[config.mk]
export PLATFORM = sky130hd
export DESIGN_NAME = pw_rx_ctrl
export DESIGN_NICKNAME = d
export VERILOG_FILES = /design/src/rtl/pwrx_pkg.sv /design/src/rtl/pwrx_seq_track.sv /design/src/rtl/pwrx_tag_fifo.sv /design/src/rtl/pwrx_ratio_mon.sv /design/src/rtl/pw_rx_ctrl.sv
export SDC_FILE = /design/constraint.sdc
export NUM_CORES = 1
export LEC_CHECK = 0
export ABC_AREA = 1
export BUFFER_PORTS_ARGS = -buffer_cell sky130_fd_sc_hd__buf_2
export CAP_MARGIN = 20
export CORE_AREA = 4 4 174 176
export DETAILED_ROUTE_END_ITERATION = 16
export DIE_AREA = 0 0 178 180
export GPL_TIMING_DRIVEN = 1
export HOLD_SLACK_MARGIN = 0.06
export PLACE_DENSITY = 0.78
export SYNTH_ARGS = -nofsm -noshare
export SYNTH_HDL_FRONTEND = slang
export SYNTH_HIERARCHICAL = 1
export SYNTH_SLANG_ARGS = --single-unit
[constraint.sdc]
create_clock -name clk -period 4.65 [get_ports clk]
set_input_delay 0.6975 -clock clk [delete_from_list [all_inputs] [get_ports clk]]
set_output_delay 0.6975 -clock clk [all_outputs]
set_load 0.02 [all_outputs]
[src/rtl/pwrx_pkg.sv]
package pwrx_pkg;
    localparam int SEQ_W = 16;
    localparam int GAP_W = 8;
    localparam int CNT_W = 24;
    localparam logic [GAP_W-1:0] GAP_MAX = '1;

    typedef enum logic [1:0] {
        RX_START = 2'd0,
        RX_RUN   = 2'd1,
        RX_LOSS  = 2'd2
    } rx_state_t;

    typedef enum logic [1:0] {
        SEL_FAULT = 2'd0,
        SEL_DATA  = 2'd1,
        SEL_FILL  = 2'd2
    } play_sel_t;

    // one entry per stored packet: missing slots ahead of it and its fault flag
    typedef struct packed {
        logic             fault;
        logic [GAP_W-1:0] gap;
    } slot_tag_t;

    function automatic logic [GAP_W-1:0] clip_gap(input logic [SEQ_W-1:0] d);
        return (d > SEQ_W'(GAP_MAX)) ? GAP_MAX : d[GAP_W-1:0];
    endfunction

    // lost/total > pct/100 without a divider
    function automatic logic ratio_exceeds(input logic [CNT_W-1:0] lost,
                                           input logic [CNT_W-1:0] total,
                                           input logic [7:0]       pct);
        logic [CNT_W+7:0] lhs;
        logic [CNT_W+7:0] rhs;
        lhs = (CNT_W+8)'(lost)  * (CNT_W+8)'(100);
        rhs = (CNT_W+8)'(total) * (CNT_W+8)'(pct);
        return lhs > rhs;
    endfunction
endpackage

[src/rtl/pwrx_seq_track.sv]
module pwrx_seq_track
    import pwrx_pkg::*;
(
    input  logic             clk,
    input  logic             rst,
    input  logic             link_up,
    input  logic             resync,
    input  logic             pkt_valid,
    input  logic [SEQ_W-1:0] pkt_seq,
    input  logic             room,
    output logic             accept,
    output logic [GAP_W-1:0] gap
);
    logic [SEQ_W-1:0] exp_q;
    logic             synced_q;
    logic [SEQ_W-1:0] diff;
    logic             late;

    assign diff   = pkt_seq - exp_q;
    assign late   = synced_q && diff[SEQ_W-1];
    assign accept = link_up && pkt_valid && !late && room;
    assign gap    = synced_q ? clip_gap(diff) : '0;

    always_ff @(posedge clk) begin
        if (rst) begin
            exp_q    <= '0;
            synced_q <= 1'b0;
        end else if (!link_up || resync) begin
            synced_q <= 1'b0;
        end else if (accept) begin
            exp_q    <= pkt_seq + SEQ_W'(1);
            synced_q <= 1'b1;
        end
    end
endmodule

[src/rtl/pwrx_tag_fifo.sv]
module pwrx_tag_fifo
    import pwrx_pkg::*;
#(
    parameter int DEPTH = 8
) (
    input  logic      clk,
    input  logic      rst,
    input  logic      flush,
    input  logic      push,
    input  slot_tag_t push_tag,
    input  logic      pop,
    input  logic      dec_head,
    output slot_tag_t head_tag,
    output logic      empty,
    output logic      full
);
    localparam int PW = (DEPTH > 1) ? $clog2(DEPTH) : 1;
    localparam int CW = $clog2(DEPTH + 1);

    slot_tag_t     mem [DEPTH];
    logic [PW-1:0] wr_q, rd_q;
    logic [CW-1:0] cnt_q;

    function automatic logic [PW-1:0] nxt(input logic [PW-1:0] p);
        return (p == PW'(DEPTH - 1)) ? '0 : p + PW'(1);
    endfunction

    assign head_tag = mem[rd_q];
    assign empty    = (cnt_q == '0);
    assign full     = (cnt_q == CW'(DEPTH));

    always_ff @(posedge clk) begin
        if (rst || flush) begin
            wr_q  <= '0;
            rd_q  <= '0;
            cnt_q <= '0;
        end else begin
            if (push) wr_q <= nxt(wr_q);
            if (pop)  rd_q <= nxt(rd_q);
            cnt_q <= cnt_q + CW'(push) - CW'(pop);
        end
    end

    always_ff @(posedge clk) begin
        if (push) mem[wr_q] <= push_tag;
        if (dec_head) mem[rd_q].gap <= mem[rd_q].gap - GAP_W'(1);
    end
endmodule

[src/rtl/pwrx_ratio_mon.sv]
module pwrx_ratio_mon
    import pwrx_pkg::*;
#(
    parameter int DEG_PCT  = 15,
    parameter int DEG_SECS = 7
) (
    input  logic             clk,
    input  logic             rst,
    input  logic             enable,
    input  logic             accept,
    input  logic [GAP_W-1:0] gap,
    input  logic             tick_s,
    output logic             deg
);
    localparam int RW = $clog2(DEG_SECS + 1);

    logic [CNT_W-1:0] tot_q, lost_q, add_tot, add_lost;
    logic [RW-1:0]    run_q, run_inc;
    logic             bad;

    assign add_tot  = accept ? CNT_W'(gap) + CNT_W'(1) : '0;
    assign add_lost = accept ? CNT_W'(gap) : '0;
    assign bad      = ratio_exceeds(lost_q, tot_q, 8'(DEG_PCT));
    assign run_inc  = (run_q == RW'(DEG_SECS)) ? run_q : run_q + RW'(1);

    always_ff @(posedge clk) begin
        if (rst || !enable) begin
            tot_q  <= '0;
            lost_q <= '0;
            run_q  <= '0;
            deg    <= 1'b0;
        end else if (tick_s) begin
            tot_q  <= add_tot;
            lost_q <= add_lost;
            if (bad) begin
                run_q <= run_inc;
                deg   <= (run_inc >= RW'(DEG_SECS));
            end else begin
                run_q <= '0;
                deg   <= 1'b0;
            end
        end else begin
            tot_q  <= tot_q + add_tot;
            lost_q <= lost_q + add_lost;
        end
    end
endmodule

[src/rtl/pw_rx_ctrl.sv]
module pw_rx_ctrl
    import pwrx_pkg::*;
#(
    parameter int         FILL_W       = 12,
    parameter int         PREFILL      = 4,
    parameter int         LOSS_MS      = 1,
    parameter int         DEG_PCT      = 15,
    parameter int         DEG_SECS     = 7,
    parameter int         TAG_DEPTH    = 8,
    parameter logic [7:0] FILL_PATTERN = 8'hAA
) (
    input  logic              clk,
    input  logic              rst,
    input  logic              link_up,
    input  logic              pkt_valid,
    input  logic [15:0]       pkt_seq,
    input  logic              pkt_lbit,
    input  logic [FILL_W-1:0] fill_level,
    input  logic              play_req,
    input  logic              tick_ms,
    input  logic              tick_s,
    output logic              pkt_store,
    output logic              play_vld,
    output logic [1:0]        play_sel,
    output logic              buf_rd,
    output logic [7:0]        fill_byte,
    output logic              fault_req,
    output logic              los_defect,
    output logic              deg_defect,
    output logic              rbit_req
);
    localparam int MS_W = $clog2(LOSS_MS + 1);

    rx_state_t        state_q;
    logic [MS_W-1:0]  ms_q;
    logic             running, prefilled, slot, loss_fire;
    logic             accept, empty, full, fifo_pop, fifo_dec;
    logic [GAP_W-1:0] gap;
    slot_tag_t        head, new_tag;
    play_sel_t        sel_d;

    assign running   = (state_q == RX_RUN);
    assign prefilled = (fill_level >= FILL_W'(PREFILL));
    assign slot      = play_req && running;
    assign fifo_pop  = slot && !empty && (head.gap == '0);
    assign fifo_dec  = slot && !empty && (head.gap != '0);
    assign loss_fire = running && !accept && tick_ms && (ms_q == MS_W'(LOSS_MS - 1));
    assign new_tag   = '{fault: pkt_lbit, gap: gap};

    pwrx_seq_track u_seq (
        .clk(clk), .rst(rst), .link_up(link_up), .resync(loss_fire),
        .pkt_valid(pkt_valid), .pkt_seq(pkt_seq), .room(!full),
        .accept(accept), .gap(gap)
    );

    pwrx_tag_fifo #(.DEPTH(TAG_DEPTH)) u_tags (
        .clk(clk), .rst(rst), .flush(!link_up), .push(accept),
        .push_tag(new_tag), .pop(fifo_pop), .dec_head(fifo_dec),
        .head_tag(head), .empty(empty), .full(full)
    );

    pwrx_ratio_mon #(.DEG_PCT(DEG_PCT), .DEG_SECS(DEG_SECS)) u_ratio (
        .clk(clk), .rst(rst), .enable(link_up), .accept(accept),
        .gap(gap), .tick_s(tick_s), .deg(deg_defect)
    );

    always_comb begin
        if (!running)             sel_d = SEL_FAULT;
        else if (empty)           sel_d = SEL_FILL;
        else if (head.gap != '0)  sel_d = SEL_FILL;
        else if (head.fault)      sel_d = SEL_FAULT;
        else                      sel_d = SEL_DATA;
    end

    always_ff @(posedge clk) begin
        if (rst) begin
            state_q  <= RX_START;
            ms_q     <= '0;
            play_vld <= 1'b0;
            play_sel <= SEL_FAULT;
            buf_rd   <= 1'b0;
        end else begin
            play_vld <= play_req;
            play_sel <= sel_d;
            buf_rd   <= fifo_pop;
            if (!link_up) begin
                state_q <= RX_START;
                ms_q    <= '0;
            end else begin
                unique case (state_q)
                    RX_START, RX_LOSS: begin
                        if (prefilled) begin
                            state_q <= RX_RUN;
                            ms_q    <= '0;
                        end
                    end
                    RX_RUN: begin
                        if (accept) begin
                            ms_q <= '0;
                        end else if (loss_fire) begin
                            state_q <= RX_LOSS;
                            ms_q    <= '0;
                        end else if (tick_ms) begin
                            ms_q <= ms_q + MS_W'(1);
                        end
                    end
                    default: state_q <= RX_START;
                endcase
            end
        end
    end

    assign pkt_store  = accept;
    assign fill_byte  = FILL_PATTERN;
    assign los_defect = (state_q == RX_LOSS);
    assign fault_req  = !running || deg_defect;
    assign rbit_req   = los_defect || deg_defect;
endmodule

Word-level counts from Yosys, hierarchy flattened
Memory sizes are Yosys's and may differ from the RTL's. A register that Yosys moved wholly into a read port is not among the register bits.
Index checks and enable logic that the tools add are counted.
- $add $sub $neg: 12
- $mul: 2
- $lt $le $gt $ge: 4
- eq/ne operators: 10
- muxes and demuxes: 29
- bitwise operators: 4
- reduce and logical (&&, ||, !) cells: 34
- operators by type and width (kind ; number):
    24-bit two-way mux ; 3
    24-bit adder ; 2
    31-bit by 28-bit > comparator with 1-bit output ; 1
    24-bit by 5-bit multiplier with 29-bit output (second input constant) ; 1
    24-bit by 4-bit multiplier with 28-bit output (second input constant) ; 1
    8-bit two-way mux ; 3
    3-bit two-way mux ; 6
    16-bit by 1-bit adder with 16-bit output (second input constant) ; 1
    16-bit by 8-bit > comparator with 1-bit output (second input constant) ; 1
    16-bit subtractor ; 1
    12-bit by 3-bit >= comparator with 1-bit output (second input constant) ; 1
    1-bit logical AND ; 11
    1-bit two-way mux ; 10
    2-bit two-way mux ; 5
    3-bit by 1-bit adder with 3-bit output (second input constant) ; 3
    8-bit by 1-bit adder with 9-bit output (second input constant) ; 1
    3-bit equality test (second input constant) ; 3
    8-bit logical NOT ; 1
    8-bit nonzero test ; 1
    2-bit OR reduction ; 4
    8-bit by 1-bit subtractor with 8-bit output (second input constant) ; 1
    1-bit logical NOT ; 6
    3-bit AND reduction ; 2
    4-bit by 1-bit adder with 4-bit output ; 1
    18 further kinds ; 25
- flip-flop bits (word level): 86
- memory bits (writable): 72
- input bits: 36
- output and inout bits: 17
- logic and storage cells: 111
- memories: 1
- memory list (memory ; depth ; width ; rd ports ; clocked after Yosys merged registers in ; write ports ; line ; RTL):
    u_tags.mem ; 8 ; 9 ; 1 ; 1 ; 2 ; pwrx_tag_fifo.sv:20 ; slot_tag_t mem [DEPTH];

Logic depth before layout (Yosys ltp)
- depth in word-level cells: 12
- mapped depth: 35
- mapped depth without buffers: 35

Modules after synthesis
The synthesis kept the hierarchy.
- by module, submodules not included (module ; instances ; cells each ; area an instance (µm²)):
    pwrx_ratio_mon ; 1 ; 1228 ; 8939.8
    pwrx_tag_fifo ; 1 ; 596 ; 4817.1
    pwrx_seq_track ; 1 ; 414 ; 2290.9
    pw_rx_ctrl ; 1 ; 73 ; 466.7

Worst setup path before layout
No wires, ideal clock.
- kind: input -> register
- start point: input port pkt_seq[2]
- end point: register u_ratio.lost_q[20]
- setup time: 0.115 ns
- data arrival time: 4.389 ns
- required time: 4.535 ns
- setup slack: 0.146 ns
- stages: 29
- buffers on the path: 2
- path through: ha_1 > or2_0 > nand3_1 > nand2_2 > nand2_1 > nand2_1 > nand2_1 > nand2_2 > nand2_4 > buf_2 > nand2_1 > inv_1 > clkbuf_1 > nand2_1 > inv_1 > ha_1 > inv_1 > fa_1 > o21ai_2 > nand4_1 > nand2_1 > nand2_1 > nor2_2 > inv_2 > nor2_4 > nand2_2 > nor2_4 > a21oi_1 > o21a_1
- cells in the longest elaborated chain, start to end: 8
- elaborated cells on any way between the ends: 11
- those cells by class: add/sub (2); order compare (1); mux (4); reduce/logical (4)
- ends and longest elaborated chain (what ; line ; RTL):
    start, declared ; pw_rx_ctrl.sv:16 ; input logic [15:0] pkt_seq,
    16-bit subtractor ; pwrx_seq_track.sv:19 ; assign diff = pkt_seq - exp_q;
    1-bit logical AND ; pwrx_seq_track.sv:20 ; assign late = synced_q && diff[SEQ_W-1];
    1-bit logical NOT ; pwrx_seq_track.sv:21 ; assign accept = link_up && pkt_valid && !late && room;
    1-bit logical AND (2 in series) ; pwrx_seq_track.sv:21 ;
    named net pkt_store ; pw_rx_ctrl.sv:22 ; output logic pkt_store,
    8-bit two-way mux ; pwrx_ratio_mon.sv:22 ; assign add_lost = accept ? CNT_W'(gap) : '0;
    24-bit adder ; pwrx_ratio_mon.sv:44 ; lost_q <= lost_q + add_lost;
    24-bit two-way mux ; pwrx_ratio_mon.sv:32 ; end else if (tick_s) begin
    end signal, assigned ; pwrx_ratio_mon.sv:34 ; lost_q <= add_lost;
    end signal, assigned ; pwrx_ratio_mon.sv:44 ;
    end, declared ; pwrx_ratio_mon.sv:17 ; logic [CNT_W-1:0] tot_q, lost_q, add_tot, add_lost;
The timed path passes the listed nets, and every way through them passes these cells.
A chain may end at the register's enable or synchronous reset.

Worst setup path in the final report
- start point: register u_ratio.tot_q[2]
- end point: register u_ratio.run_q[2]
- cells in the longest elaborated chain, start to end: 3
- ends and longest elaborated chain (what ; line ; RTL):
    start, declared ; pwrx_ratio_mon.sv:17 ;
    start signal, assigned ; pwrx_ratio_mon.sv:33 ; tot_q <= add_tot;
    start signal, assigned ; pwrx_ratio_mon.sv:43 ; tot_q <= tot_q + add_tot;
    24-bit by 4-bit multiplier with 28-bit output ; pwrx_pkg.sv:36 ; rhs = (CNT_W+8)'(total) * (CNT_W+8)'(pct);
    31-bit by 28-bit > comparator with 1-bit output ; pwrx_pkg.sv:37 ; return lhs > rhs;
    3-bit two-way mux ; pwrx_ratio_mon.sv:35 ; if (bad) begin
    end signal, assigned ; pwrx_ratio_mon.sv:36 ; run_q <= run_inc;
    end, declared ; pwrx_ratio_mon.sv:18 ; logic [RW-1:0] run_q, run_inc;
No other way between the ends.

==> metrics.md <==
| Metric | Value |
|---|---|
| Outcome | completed |
| Min Hold Slack | 0.447 ns |
| Final Hold Vio Count | 0 |
| Number of remaining DRC errors | 0 |
| Vias in the first global route | 14740 |
| Synth Area per Inst | 7.15 um2 |
| PwrDens | 178 mW/mm2 |
| 1st-iter DRT viols | 1153 |
| CTS H-tree depth | 4 |
| Die area | 0.0320 mm2 |
| Drt first pass iters | 7 |
| Bufs on Longest Clock Path | 2 |
| Worst slew pin tran | between 0.7 and 0.8 ns |
| Detailed placer's ending HPWL | 31300 um |
| Top Ports | 53 |
| PortBufs | 42 |
| Worst path bufs/invs | 5 |
| Slew headroom | 0.473 |
| P&R area growth vs syn | 17.6% |
| Worst setup SP type | register |
| Die width | 178 um |
| Initial Util | 0.577 |
| Nets | roughly 2800 |
| Max_cap viols | 0 |
| Arrival time at the worst endpoint | 4.94 ns |
| Setup CP Type | reg -> reg |
| Hold-fix buffers at CTS | 0 |
| Fillers | ~2300 |
| Global-route wire length before repair | between 60000 and 70000 um |
| Num CTS Buffers | 17 |
| Primary FF master, synth | dfxtp_1 |
| Fmax | 0.217 GHz |
| TNS Setup | 0 ns |
| RSZ-0062 raised after global routing | true |
| Yosys reg bits | 161 |
| Number of synthesized flops with an enable pin | 72 |
| Share of layout cells above drive strength 1 | 0.180 |
| Die H | between 150 and 200 um |
| Total GRT Usage | 0.249 |
| Post-route clock skew | 0.0154 ns |
| Yosys synthesis warning count | 6 |
| Commonest non-fill, non-tap cell in the layout | nand2_1 |
| Synth cell types | 62 |
| Mapped cell area | 0.0165 mm2 |
| CP peak stage delay | roughly 0.53 ns |
| Slowest CP cell | fa_1 |
| Final worst path period share | 0.992 |
| Leak Pwr | 10.0 nW |
| Async S/R FF share, synth | 0 |
| WL final | 40800 um |
| Routability cong. | 0.914 |
| DR WL/cell | 13.9 um |
| Routed vias/inst | between 5 and 6 |
| Max-slew violations | 0 |
| Setup Viol. Count Final | 0 |
| Routed Antenna Nets | 0 |
| Commonest cells after routing, fill and taps aside | nand2_1, inv_1, buf_4 |
| Crit path time final | 4.61 ns |
| Worst Setup End Kind | register |
| Peak supply drop | 170 uV |
| Remaining global-route overflow | 0 |
| Via Count | 15548 |
| TritonCTS clock tree | built |
| Post-synthesis cell count | around 2300 |
| Req. time, crit path | 4.98 ns |
| Clk pin slew, worst setup/hold paths | roughly 0.080 ns |
| Clock Latency Late Sink | 0.44 ns |
| Root buffer cell | clkbuf_16 |
| Placement Rows | 62 |
| Worst path top cell family by delay | adder cells |
| CTS Sinks | ~160 |
| Critical path peak fanout | 4 |
| Antenna violations before repair | 1 |
| Core ar. | 0.0286 mm2 |
| Pin count of the biggest net entering global routing | 38 |
| Sequential area share after synthesis | 0.239 |
| HP Class | reg -> reg |
final timing paths:
kind,from,to,slack (ns),cells after the start
min,ms_q,ms_q,0.45,2
max reg2reg,u_ratio/tot_q[2],u_ratio/run_q[2],0.04,25
min reg2reg,ms_q,ms_q,0.45,2
max,u_ratio/tot_q[2],u_ratio/run_q[2],0.04,25
flip-flops by register name (all words and copies together), names as in the netlist, named ones only:
register	count
u_tags/wr_q	3
u_ratio/deg	1
u_seq/exp_q	16
u_seq/synced_q	1
buf_rd	1
u_tags/mem	72
u_ratio/run_q	3
u_tags/rd_q	3
ms_q	1
u_tags/cnt_q	4
u_ratio/lost_q	24
play_vld	1
play_sel	2
u_ratio/tot_q	24
state_q	2
worst reg2reg max path, stage by stage (launching register included):
cell      delay, ns
dfxtp_4        0.37
inv_2          0.06
fa_1           0.51
fa_1           0.53
inv_1          0.09
ha_4           0.29
inv_1          0.08
nor4_4         0.32
nor2_2         0.09
o21ai_2        0.16
a21boi_2       0.11
o21ai_2        0.17
nand2_1        0.08
inv_2          0.07
nor2_2         0.03
nand2_1        0.07
nand2_2        0.08
ha_4           0.29
nand2_4        0.05
nor2_2         0.09
nand4_1        0.15
nor4_2         0.34
buf_4          0.17
nand4_4        0.12
nand4_1        0.13
nand2_1        0.05
layer usage:
layer	track usage	vias up	wire (um)
met5	0	-	0
met4	0.0752	0	1070
met1	0.345	7123	18200
li1	-	7808	-
met3	0.0298	97	2350
met2	0.410	520	19100
logic make-up (layout without fill, tap and decap cells):
logic type,after synthesis,in the layout,share of synthesized area
AO/OA/AOI/OAI,280,280,0.0960
multiplexers,1,1,0.000682
other,2,9,0.000455
buffers and inverters,520,753,0.123
AND/OR/NAND/NOR,1011,1011,0.271
flip-flops,161,161,0.239
XOR/XNOR,75,75,0.0409
adder cells (fa/ha/maj),261,261,0.229
Yosys cell counts (all sizes together) (6+ instances only):
cell    number  share of area
nand2      552           0.13
inv        467           0.11
nor2       197          0.050
ha         193           0.15
nand3      173          0.054
a21oi      119          0.037
o21ai      101          0.032
dfxtp       89           0.11
edfxtp      72           0.13
fa          68          0.082
nand4       47          0.019
xor2        45          0.025
xnor2       30          0.016
buf         29          0.011
clkbuf      20         0.0052
nor3        19         0.0067
o22ai       12         0.0045
o21bai       9         0.0045
o21a         8         0.0036
a31oi        7         0.0027
nor4         7         0.0027
nor3b        6         0.0030
per-stage QoR:
| step | total power [mW] | area (um2) | setup slack, ns | std cells | util |
|---|---|---|---|---|---|
| 6_report | 3.45 | 19400 | 0.0387 | 2935 | 0.679 |
| 5_1_grt | 3.60 | 19400 | -0.131 | 2934 | 0.679 |
| 4_1_cts | 3.45 | 19100 | 0.000604 | 2924 | 0.669 |
| 3_5_place_dp | 2.07 | 18400 | -0.354 | 2888 | 0.643 |
| 3_3_place_gp | 2.05 | 18400 | -0.228 | 2887 | 0.643 |
| 2_1_floorplan | 1.88 | 16500 | 0.146 | 2317 | - |
repair_timing:
item	4_1_cts	5_1_grt
hold endpoints to repair	0	0
pin swaps	9	42
setup buffers	4	7
endpoints found under the setup margin	4	21
gates resized for setup	36	62
report_power, final:
group	total [mW]	switching, mW	internal, mW
Clock	1.39	0.682	0.710
Combinational	0.562	0.342	0.220
Sequential	1.50	0.0102	1.49
area by class of cell:
cell class                 instances  area, um2  area share
clock inverter                    15        148     0.00760
inverter                         471       1770      0.0911
tap                              384        480      0.0247
sequential                       161       3960       0.204
timing repair buffer             250       1770      0.0912
multi-input combinational       1636      10900       0.559
antenna                            1       2.50    0.000129
clock buffer                      17        425      0.0219
No activity file was read; power rests on OpenSTA's default activity.
